===== src/rtl/sts3_ilv_pkg.sv =====
package sts3_ilv_pkg;
  typedef enum logic [1:0] {
    MODE_STS3 = 2'd0,
    MODE_AU4  = 2'd1,
    MODE_STS1 = 2'd2,
    MODE_RSVD = 2'd3
  } ilv_mode_e;

  localparam logic [7:0] IDLE_FILL = 8'hFF;
endpackage


===== src/rtl/sts3_ilv_pos.sv =====
module sts3_ilv_pos #(
  parameter int NUM_TRIB = 3,
  parameter int ROWS = 9,
  parameter int COLS_PER_TRIB = 90,
  parameter int COL_W = 9,
  parameter int ROW_W = 4,
  parameter int SLOT_W = 2
) (
  input  logic              clk,
  input  logic              rst_n,
  input  logic              ce_i,
  input  logic              sync_i,
  input  logic              single_i,
  output logic [COL_W-1:0]  cur_col_o,
  output logic [ROW_W-1:0]  cur_row_o,
  output logic [SLOT_W-1:0] cur_slot_o
);
  localparam logic [COL_W-1:0]  LAST_WIDE   = COL_W'(NUM_TRIB*COLS_PER_TRIB - 1);
  localparam logic [COL_W-1:0]  LAST_NARROW = COL_W'(COLS_PER_TRIB - 1);
  localparam logic [ROW_W-1:0]  LAST_ROW    = ROW_W'(ROWS - 1);
  localparam logic [SLOT_W-1:0] LAST_SLOT   = SLOT_W'(NUM_TRIB - 1);

  logic [COL_W-1:0]  pos_col_q, pos_col_d;
  logic [ROW_W-1:0]  pos_row_q, pos_row_d;
  logic [SLOT_W-1:0] pos_slot_q, pos_slot_d;
  logic [COL_W-1:0]  last_col;

  always_comb begin
    cur_col_o  = sync_i ? '0 : pos_col_q;
    cur_row_o  = sync_i ? '0 : pos_row_q;
    cur_slot_o = (sync_i || single_i) ? '0 : pos_slot_q;
    last_col   = single_i ? LAST_NARROW : LAST_WIDE;
    if (cur_col_o >= last_col) begin
      pos_col_d  = '0;
      pos_slot_d = '0;
      pos_row_d  = (cur_row_o >= LAST_ROW) ? '0 : cur_row_o + 1'b1;
    end else begin
      pos_col_d  = cur_col_o + 1'b1;
      pos_row_d  = cur_row_o;
      pos_slot_d = (single_i || cur_slot_o >= LAST_SLOT) ? '0 : cur_slot_o + 1'b1;
    end
  end

  always_ff @(posedge clk or negedge rst_n) begin
    if (!rst_n) begin
      pos_col_q  <= '0;
      pos_row_q  <= '0;
      pos_slot_q <= '0;
    end else if (ce_i) begin
      pos_col_q  <= pos_col_d;
      pos_row_q  <= pos_row_d;
      pos_slot_q <= pos_slot_d;
    end
  end

  AST_HOLD_NO_CE: assert property (@(posedge clk) disable iff (!rst_n)
    !ce_i |=> $stable({pos_col_q, pos_row_q, pos_slot_q})) else $error("hold");
endmodule


===== src/rtl/sts3_ilv_mux.sv =====
module sts3_ilv_mux
  import sts3_ilv_pkg::*;
#(
  parameter int NUM_TRIB = 3,
  parameter int COL_W = 9,
  parameter int ROW_W = 4,
  parameter int SLOT_W = 2
) (
  input  logic                  clk,
  input  logic                  rst_n,
  input  logic                  ce_i,
  input  logic [NUM_TRIB-1:0]   trib_en_i,
  input  logic [8*NUM_TRIB-1:0] trib_i,
  input  logic [SLOT_W-1:0]     slot_i,
  input  logic [COL_W-1:0]      col_i,
  input  logic [ROW_W-1:0]      row_i,
  output logic [7:0]            byte_o,
  output logic                  vld_o,
  output logic [COL_W-1:0]      col_o,
  output logic [ROW_W-1:0]      row_o
);
  logic [7:0] byte_d;

  always_comb begin
    byte_d = IDLE_FILL;
    for (int k = 0; k < NUM_TRIB; k++) begin
      if (slot_i == SLOT_W'(k) && trib_en_i[k]) byte_d = trib_i[8*k +: 8];
    end
  end

  always_ff @(posedge clk or negedge rst_n) begin
    if (!rst_n) begin
      byte_o <= '0;
      col_o  <= '0;
      row_o  <= '0;
      vld_o  <= 1'b0;
    end else begin
      vld_o <= ce_i;
      if (ce_i) begin
        byte_o <= byte_d;
        col_o  <= col_i;
        row_o  <= row_i;
      end
    end
  end

  AST_FILL_DISABLED: assert property (@(posedge clk) disable iff (!rst_n)
    ce_i && !trib_en_i[slot_i] |=> byte_o == IDLE_FILL) else $error("fill");
endmodule


===== src/rtl/sts3_ilv_demux.sv =====
module sts3_ilv_demux #(
  parameter int NUM_TRIB = 3,
  parameter int COL_W = 9,
  parameter int ROW_W = 4,
  parameter int SLOT_W = 2
) (
  input  logic                clk,
  input  logic                rst_n,
  input  logic                ce_i,
  input  logic [NUM_TRIB-1:0] trib_en_i,
  input  logic [7:0]          byte_i,
  input  logic [SLOT_W-1:0]   slot_i,
  input  logic [COL_W-1:0]    col_i,
  input  logic [ROW_W-1:0]    row_i,
  output logic [7:0]          byte_o,
  output logic [NUM_TRIB-1:0] vld_o,
  output logic [COL_W-1:0]    col_o,
  output logic [ROW_W-1:0]    row_o
);
  logic [NUM_TRIB-1:0] vld_d;

  generate
    for (genvar k = 0; k < NUM_TRIB; k++) begin : g_strobe
      assign vld_d[k] = ce_i && trib_en_i[k] && (slot_i == SLOT_W'(k));
    end
  endgenerate

  always_ff @(posedge clk or negedge rst_n) begin
    if (!rst_n) begin
      byte_o <= '0;
      col_o  <= '0;
      row_o  <= '0;
      vld_o  <= '0;
    end else begin
      vld_o <= vld_d;
      if (ce_i) begin
        byte_o <= byte_i;
        col_o  <= col_i;
        row_o  <= row_i;
      end
    end
  end

  AST_DIS_SILENT: assert property (@(posedge clk) disable iff (!rst_n)
    ce_i && !trib_en_i[slot_i] |=> vld_o == '0) else $error("dis");
endmodule


===== src/rtl/sts3_ilv_top.sv =====
module sts3_ilv_top
  import sts3_ilv_pkg::*;
#(
  parameter int NUM_TRIB = 3,
  parameter int ROWS = 9,
  parameter int COLS_PER_TRIB = 90,
  parameter int COL_W = $clog2(NUM_TRIB*COLS_PER_TRIB),
  parameter int ROW_W = $clog2(ROWS)
) (
  input  logic                  clk,
  input  logic                  rst_n,
  input  logic [1:0]            mode_i,
  input  logic [NUM_TRIB-1:0]   trib_en_i,
  input  logic                  tx_ce_i,
  input  logic                  tx_sync_i,
  input  logic [8*NUM_TRIB-1:0] tx_trib_i,
  output logic [7:0]            tx_byte_o,
  output logic                  tx_vld_o,
  output logic [COL_W-1:0]      tx_col_o,
  output logic [ROW_W-1:0]      tx_row_o,
  input  logic                  rx_ce_i,
  input  logic                  rx_sync_i,
  input  logic [7:0]            rx_byte_i,
  output logic [7:0]            rx_byte_o,
  output logic [NUM_TRIB-1:0]   rx_vld_o,
  output logic [COL_W-1:0]      rx_col_o,
  output logic [ROW_W-1:0]      rx_row_o
);
  localparam int SLOT_W = (NUM_TRIB > 1) ? $clog2(NUM_TRIB) : 1;

  logic              single;
  logic [COL_W-1:0]  tx_col, rx_col;
  logic [ROW_W-1:0]  tx_row, rx_row;
  logic [SLOT_W-1:0] tx_slot, rx_slot;

  assign single = (mode_i == MODE_STS1);

  sts3_ilv_pos #(.NUM_TRIB(NUM_TRIB), .ROWS(ROWS), .COLS_PER_TRIB(COLS_PER_TRIB),
                 .COL_W(COL_W), .ROW_W(ROW_W), .SLOT_W(SLOT_W)) u_tx_pos (
    .clk(clk), .rst_n(rst_n), .ce_i(tx_ce_i), .sync_i(tx_sync_i), .single_i(single),
    .cur_col_o(tx_col), .cur_row_o(tx_row), .cur_slot_o(tx_slot));

  sts3_ilv_pos #(.NUM_TRIB(NUM_TRIB), .ROWS(ROWS), .COLS_PER_TRIB(COLS_PER_TRIB),
                 .COL_W(COL_W), .ROW_W(ROW_W), .SLOT_W(SLOT_W)) u_rx_pos (
    .clk(clk), .rst_n(rst_n), .ce_i(rx_ce_i), .sync_i(rx_sync_i), .single_i(single),
    .cur_col_o(rx_col), .cur_row_o(rx_row), .cur_slot_o(rx_slot));

  sts3_ilv_mux #(.NUM_TRIB(NUM_TRIB), .COL_W(COL_W), .ROW_W(ROW_W), .SLOT_W(SLOT_W)) u_mux (
    .clk(clk), .rst_n(rst_n), .ce_i(tx_ce_i), .trib_en_i(trib_en_i), .trib_i(tx_trib_i),
    .slot_i(tx_slot), .col_i(tx_col), .row_i(tx_row),
    .byte_o(tx_byte_o), .vld_o(tx_vld_o), .col_o(tx_col_o), .row_o(tx_row_o));

  sts3_ilv_demux #(.NUM_TRIB(NUM_TRIB), .COL_W(COL_W), .ROW_W(ROW_W), .SLOT_W(SLOT_W)) u_demux (
    .clk(clk), .rst_n(rst_n), .ce_i(rx_ce_i), .trib_en_i(trib_en_i), .byte_i(rx_byte_i),
    .slot_i(rx_slot), .col_i(rx_col), .row_i(rx_row),
    .byte_o(rx_byte_o), .vld_o(rx_vld_o), .col_o(rx_col_o), .row_o(rx_row_o));

  AST_TX_SYNC_HOME: assert property (@(posedge clk) disable iff (!rst_n)
    tx_ce_i && tx_sync_i |=> tx_col_o == '0 && tx_row_o == '0) else $error("txsync");
  AST_RX_SYNC_HOME: assert property (@(posedge clk) disable iff (!rst_n)
    rx_ce_i && rx_sync_i |=> rx_col_o == '0 && rx_row_o == '0) else $error("rxsync");
  AST_RX_ONEHOT: assert property (@(posedge clk) disable iff (!rst_n)
    $onehot0(rx_vld_o)) else $error("onehot");
  AST_TX_IDLE_NO_VLD: assert property (@(posedge clk) disable iff (!rst_n)
    !tx_ce_i |=> !tx_vld_o && $stable(tx_byte_o)) else $error("txidle");
endmodule


===== config.mk =====
export PLATFORM = sky130hd
export DESIGN_NAME = sts3_ilv_top
export DESIGN_NICKNAME = d
export VERILOG_FILES = /design/src/rtl/sts3_ilv_pkg.sv /design/src/rtl/sts3_ilv_pos.sv /design/src/rtl/sts3_ilv_mux.sv /design/src/rtl/sts3_ilv_demux.sv /design/src/rtl/sts3_ilv_top.sv
export SDC_FILE = /design/constraint.sdc
export NUM_CORES = 1
export LEC_CHECK = 0
export BUFFER_PORTS_ARGS = -buffer_cell sky130_fd_sc_hd__buf_4
export CAP_MARGIN = 15
export CORE_MARGIN = 4
export CORE_UTILIZATION = 49
export CTS_CLUSTER_SIZE = 28
export DETAILED_ROUTE_END_ITERATION = 12
export PLACE_DENSITY = 0.76
export SYNTH_ARGS = -nofsm -noshare
export SYNTH_HDL_FRONTEND = slang
export SYNTH_HIERARCHICAL = 1
export SYNTH_SLANG_ARGS = --single-unit

===== constraint.sdc =====
create_clock -name clk -period 1.8 [get_ports clk]
set_input_delay 0.27 -clock clk [delete_from_list [all_inputs] [get_ports clk]]
set_output_delay 0.27 -clock clk [all_outputs]
set_load 0.01 [all_outputs]

==> impl_metrics.env <==
export IMPL_status="finished, violations left"
export IMPL_failed_checks="negative setup slack"
export IMPL_clock_skew_ns=0.003271
export IMPL_clockBufferDepth=2
export IMPL_top_usage_layer="met2"
export IMPL_synth_flop_cell="dfrtp_1"
export IMPL_ys_warn_count=6
export IMPL_tightest_slew_ns=0.5523
export IMPL_async_flop_share_pct=100.0
export IMPL_grt_pass1_vias=3522
export IMPL_cts_sinks=76
export IMPL_fin_crit_sh_pct=103.8
export IMPL_vdd_ir_drop_worst_uv=490.6
export IMPL_synth_top_area_share_pct=46.05
export IMPL_use_met3_pct=4.031
export IMPL_io_buffers=88
export IMPL_ys_ff_latch=76
export IMPL_synth_most_common_cell="dfrtp_1"
export IMPL_hold_violations=0
export IMPL_synth_distinct_cells=51
export IMPL_grt_ovfl_total=0
export IMPL_regToRegStartpoint="u_tx_pos/pos_col_q[0]$_DFFE_PN0P_"
export IMPL_fin_nets=559
export IMPL_cts_tree="yes"
export IMPL_root_buffer="clkbuf_8"
export IMPL_p_switching_mw=1.464
export IMPL_wl_per_cell_microns=17.09
export IMPL_critical_path_slowest_cell="a32oi_4"
export IMPL_place_ws_ns=-0.2697
export IMPL_grt_pass1_wl_microns=16970
export IMPL_layout_drive_gt1_share_pct=48.03
export IMPL_leakage_nw=2.680
export IMPL_die_y_microns=99.81
export IMPL_numCtsBuffers=9
export IMPL_endpoint_kind="register"
export IMPL_hp_class="primary input to register"
export IMPL_insertion_delay_ns=0.34
export IMPL_clk_pin_slew_worst_paths_ns=0.08
export IMPL_num_io_pins=89
export IMPL_arrival_ns=2.09
export IMPL_path_class="register to register"
export IMPL_fin_ws_ns=-0.06873
export IMPL_finalCriticalPeriod_ns=1.869
export IMPL_intPower_mw=3.332
export IMPL_area_growth_pct=37.50
export IMPL_cp_slowest_stage_delay_ns=0.41
export IMPL_grt_usage_pct=21.16
export IMPL_setup_viol=10
export IMPL_p_sw_share_pct=30.52
export IMPL_gp_congestion=0.9223
export IMPL_dp_hpwl_microns=7313
export IMPL_totalWireLength_microns=10470
export IMPL_p_clk_share_pct=27.3
export IMPL_drt_iter0_markers=202
export IMPL_dpl_cell_area_sq_mm=0.005228
export IMPL_fmax_mhz=535.1
export IMPL_core_area_sq_mm=0.008217
export IMPL_holdWs_ns=0.1547
export IMPL_synth_nets=416
export IMPL_critical_path_required_ns=2.02
export IMPL_relSlewSlack_pct=63.11
export IMPL_drc=0
export IMPL_syn_inst=361
export IMPL_synth_top_area_cell="dfrtp_1"
export IMPL_grtUsageMet1_pct=26.66
export IMPL_antenna_found_initial=0
export IMPL_cp_startpoint="u_tx_pos/pos_col_q[0]$_DFFE_PN0P_"
export IMPL_pwr_share_seq_pct=43.0
export IMPL_die_width_microns=99.81
export IMPL_finalPower_mw=4.796
export IMPL_row_count=33
export IMPL_h_tree_depth=3
export IMPL_rsz0062_at_grt="yes"
export IMPL_grt_start_max_net_pins=36
export IMPL_crit_fanout=5
export IMPL_via_count=3408
export IMPL_die_area_sq_mm=0.009962
export IMPL_final_cell_area_sq_mm=0.005679
export IMPL_synthesis_area_sq_mm=0.004130
export IMPL_comb_power_share_pct=29.8
export IMPL_power_density_mw_per_mm2=844.4
export IMPL_start_util_pct=50.27
export IMPL_ys_top_cells_by_count="dfrtp_1 (76), nor2_1 (32), inv_1 (26)"
export IMPL_antennaDiodeCount=0
export IMPL_grt_use_met2_pct=35.71
export IMPL_synth_edf_count=0
export IMPL_finalMaxSlewViolations=0
export IMPL_ys_seq_area_share_pct=46.05
export IMPL_ant_nets=0
export IMPL_hp_start="rx_byte_i[1]"
export IMPL_drv_cap=0
export IMPL_syn_avg_cell_area_sq_um=11.44
export IMPL_post_drt_via_cell_ratio=5.560
export IMPL_startpoint_type="register"
export IMPL_crit_chain="inv_2 -> nor2_4 -> ha_4 -> a2111o_1 -> o2111ai_4 -> a32oi_4 -> mux2i_1 -> o21ai_1"
export IMPL_drt_pass1_iter_count=4
export IMPL_ys_top_cells_by_area="dfrtp_1 (46%), mux2_4 (6.2%), mux2_2 (4.6%), ha_1 (3.6%), o2bb2ai_1 (3.4%)"
[flip-flops by register name, summed over array words and instances, names as in the netlist]
register and cells:
u_demux/byte_o 8, u_demux/col_o 9, u_demux/row_o 4, u_demux/vld_o 3, u_mux/byte_o 8, u_mux/col_o 9
u_mux/row_o 4, u_mux/vld_o 1, u_rx_pos/pos_col_q 9, u_rx_pos/pos_row_q 4, u_rx_pos/pos_slot_q 2, u_tx_pos/pos_col_q 9
u_tx_pos/pos_row_q 4, u_tx_pos/pos_slot_q 2
[cells in the final DEF (no fill, tap or decap), drive strengths merged, types with 6 or more instances in the layout]
master   count
buf        152
nand3        8
o2bb2ai     16
nor3        10
o22ai       14
nor2b       14
nor2        32
ha          12
mux2        34
inv         26
o21ai        6
dfrtp       76
clkbuf      11
a21oi       14
nand2        9
[logic make-up (layout without fill, tap and decap cells)]
logic type,Yosys count,after routing,share of synthesized area (%)
xor gates and xnor gates,6,6,1.272
AOI/OAI and AO/OA,82,83,17.02
and+or+nand+nor,99,99,13.81
buffers and inverters,48,194,6.422
DFF,76,76,46.05
adders and majority gates,12,12,3.635
muxes,38,38,11.78
[stage by stage]
stage / instances / setup TNS [ns] / util (%)
2_1_floorplan: 361 / -0.2543 / -
3_3_place_gp: 587 / -2.943 / 63.62
3_5_place_dp: 587 / -4.651 / 63.62
4_1_cts: 610 / -0.09631 / 67.72
5_1_grt: 613 / -1.347 / 69.12
6_report: 613 / -0.2299 / 69.12
[worst paths after layout]
kind                                                endpoint  slack, ns  cells after the start
min                            u_demux/byte_o[1]$_DFFE_PN0P_       0.15                      2
max in group asynchronous  u_tx_pos/pos_col_q[4]$_DFFE_PN0P_       0.80                      3
max reg2reg                u_tx_pos/pos_row_q[3]$_DFFE_PN0P_      -0.07                      8
max                        u_tx_pos/pos_row_q[3]$_DFFE_PN0P_      -0.07                      8
min in group asynchronous  u_tx_pos/pos_row_q[0]$_DFFE_PN0P_       0.44                      2
min reg2reg                       u_mux/row_o[1]$_DFFE_PN0P_       0.51                      1
[power groups by stage]
stage / sequential [mW] / combinational, mW / clock [mW]
after floorplan: 2.13 / 0.705 / 0
after global placement: 2.07 / 1.26 / 0
after detailed placement: 2.09 / 1.30 / 0
after CTS: 2.06 / 1.38 / 1.33
after global routing: 2.09 / 1.54 / 1.40
final: 2.06 / 1.43 / 1.31
[cell type report]
type / instances / area, sq um
clock buffers: 11 / 141.4
multi-input cells: 238 / 2175
repair buffers: 153 / 1182
flip-flops and latches: 76 / 1902
fillers: 623 / 2537
clock inverters: 4 / 50.05
well taps: 105 / 131.4
inverters: 26 / 97.59
[critical path, delay by kind of cell, from the launching register on]
kind	cells	cell delay [ns]
AND/OR/NAND/NOR	1	0.12
AO/OA/AOI/OAI	4	0.78
buffers and inverters	1	0.06
adder cells (fa/ha/maj)	1	0.14
flip-flops	1	0.37
multiplexers	1	0.26
[per-layer routing]
| metal | part of all wire, % | vias up | wire length, microns |
|---|---|---|---|
| li1 | - | 1596 | - |
| met1 | 42 | 1701 | 4413 |
| met2 | 52 | 88 | 5427 |
| met3 | 4.0 | 23 | 418 |
| met4 | 2.1 | 0 | 215 |
| met5 | 0 | - | 0 |
[what timing repair did]
item	CTS	global route
gates cloned	1	0
hold endpoints to repair	32	0
hold buffers	1	0
pin swaps	7	16
gates resized for setup	18	18
setup endpoints to repair	15	26
buffers inserted	6	3
(Power assumes the default switching activity.)
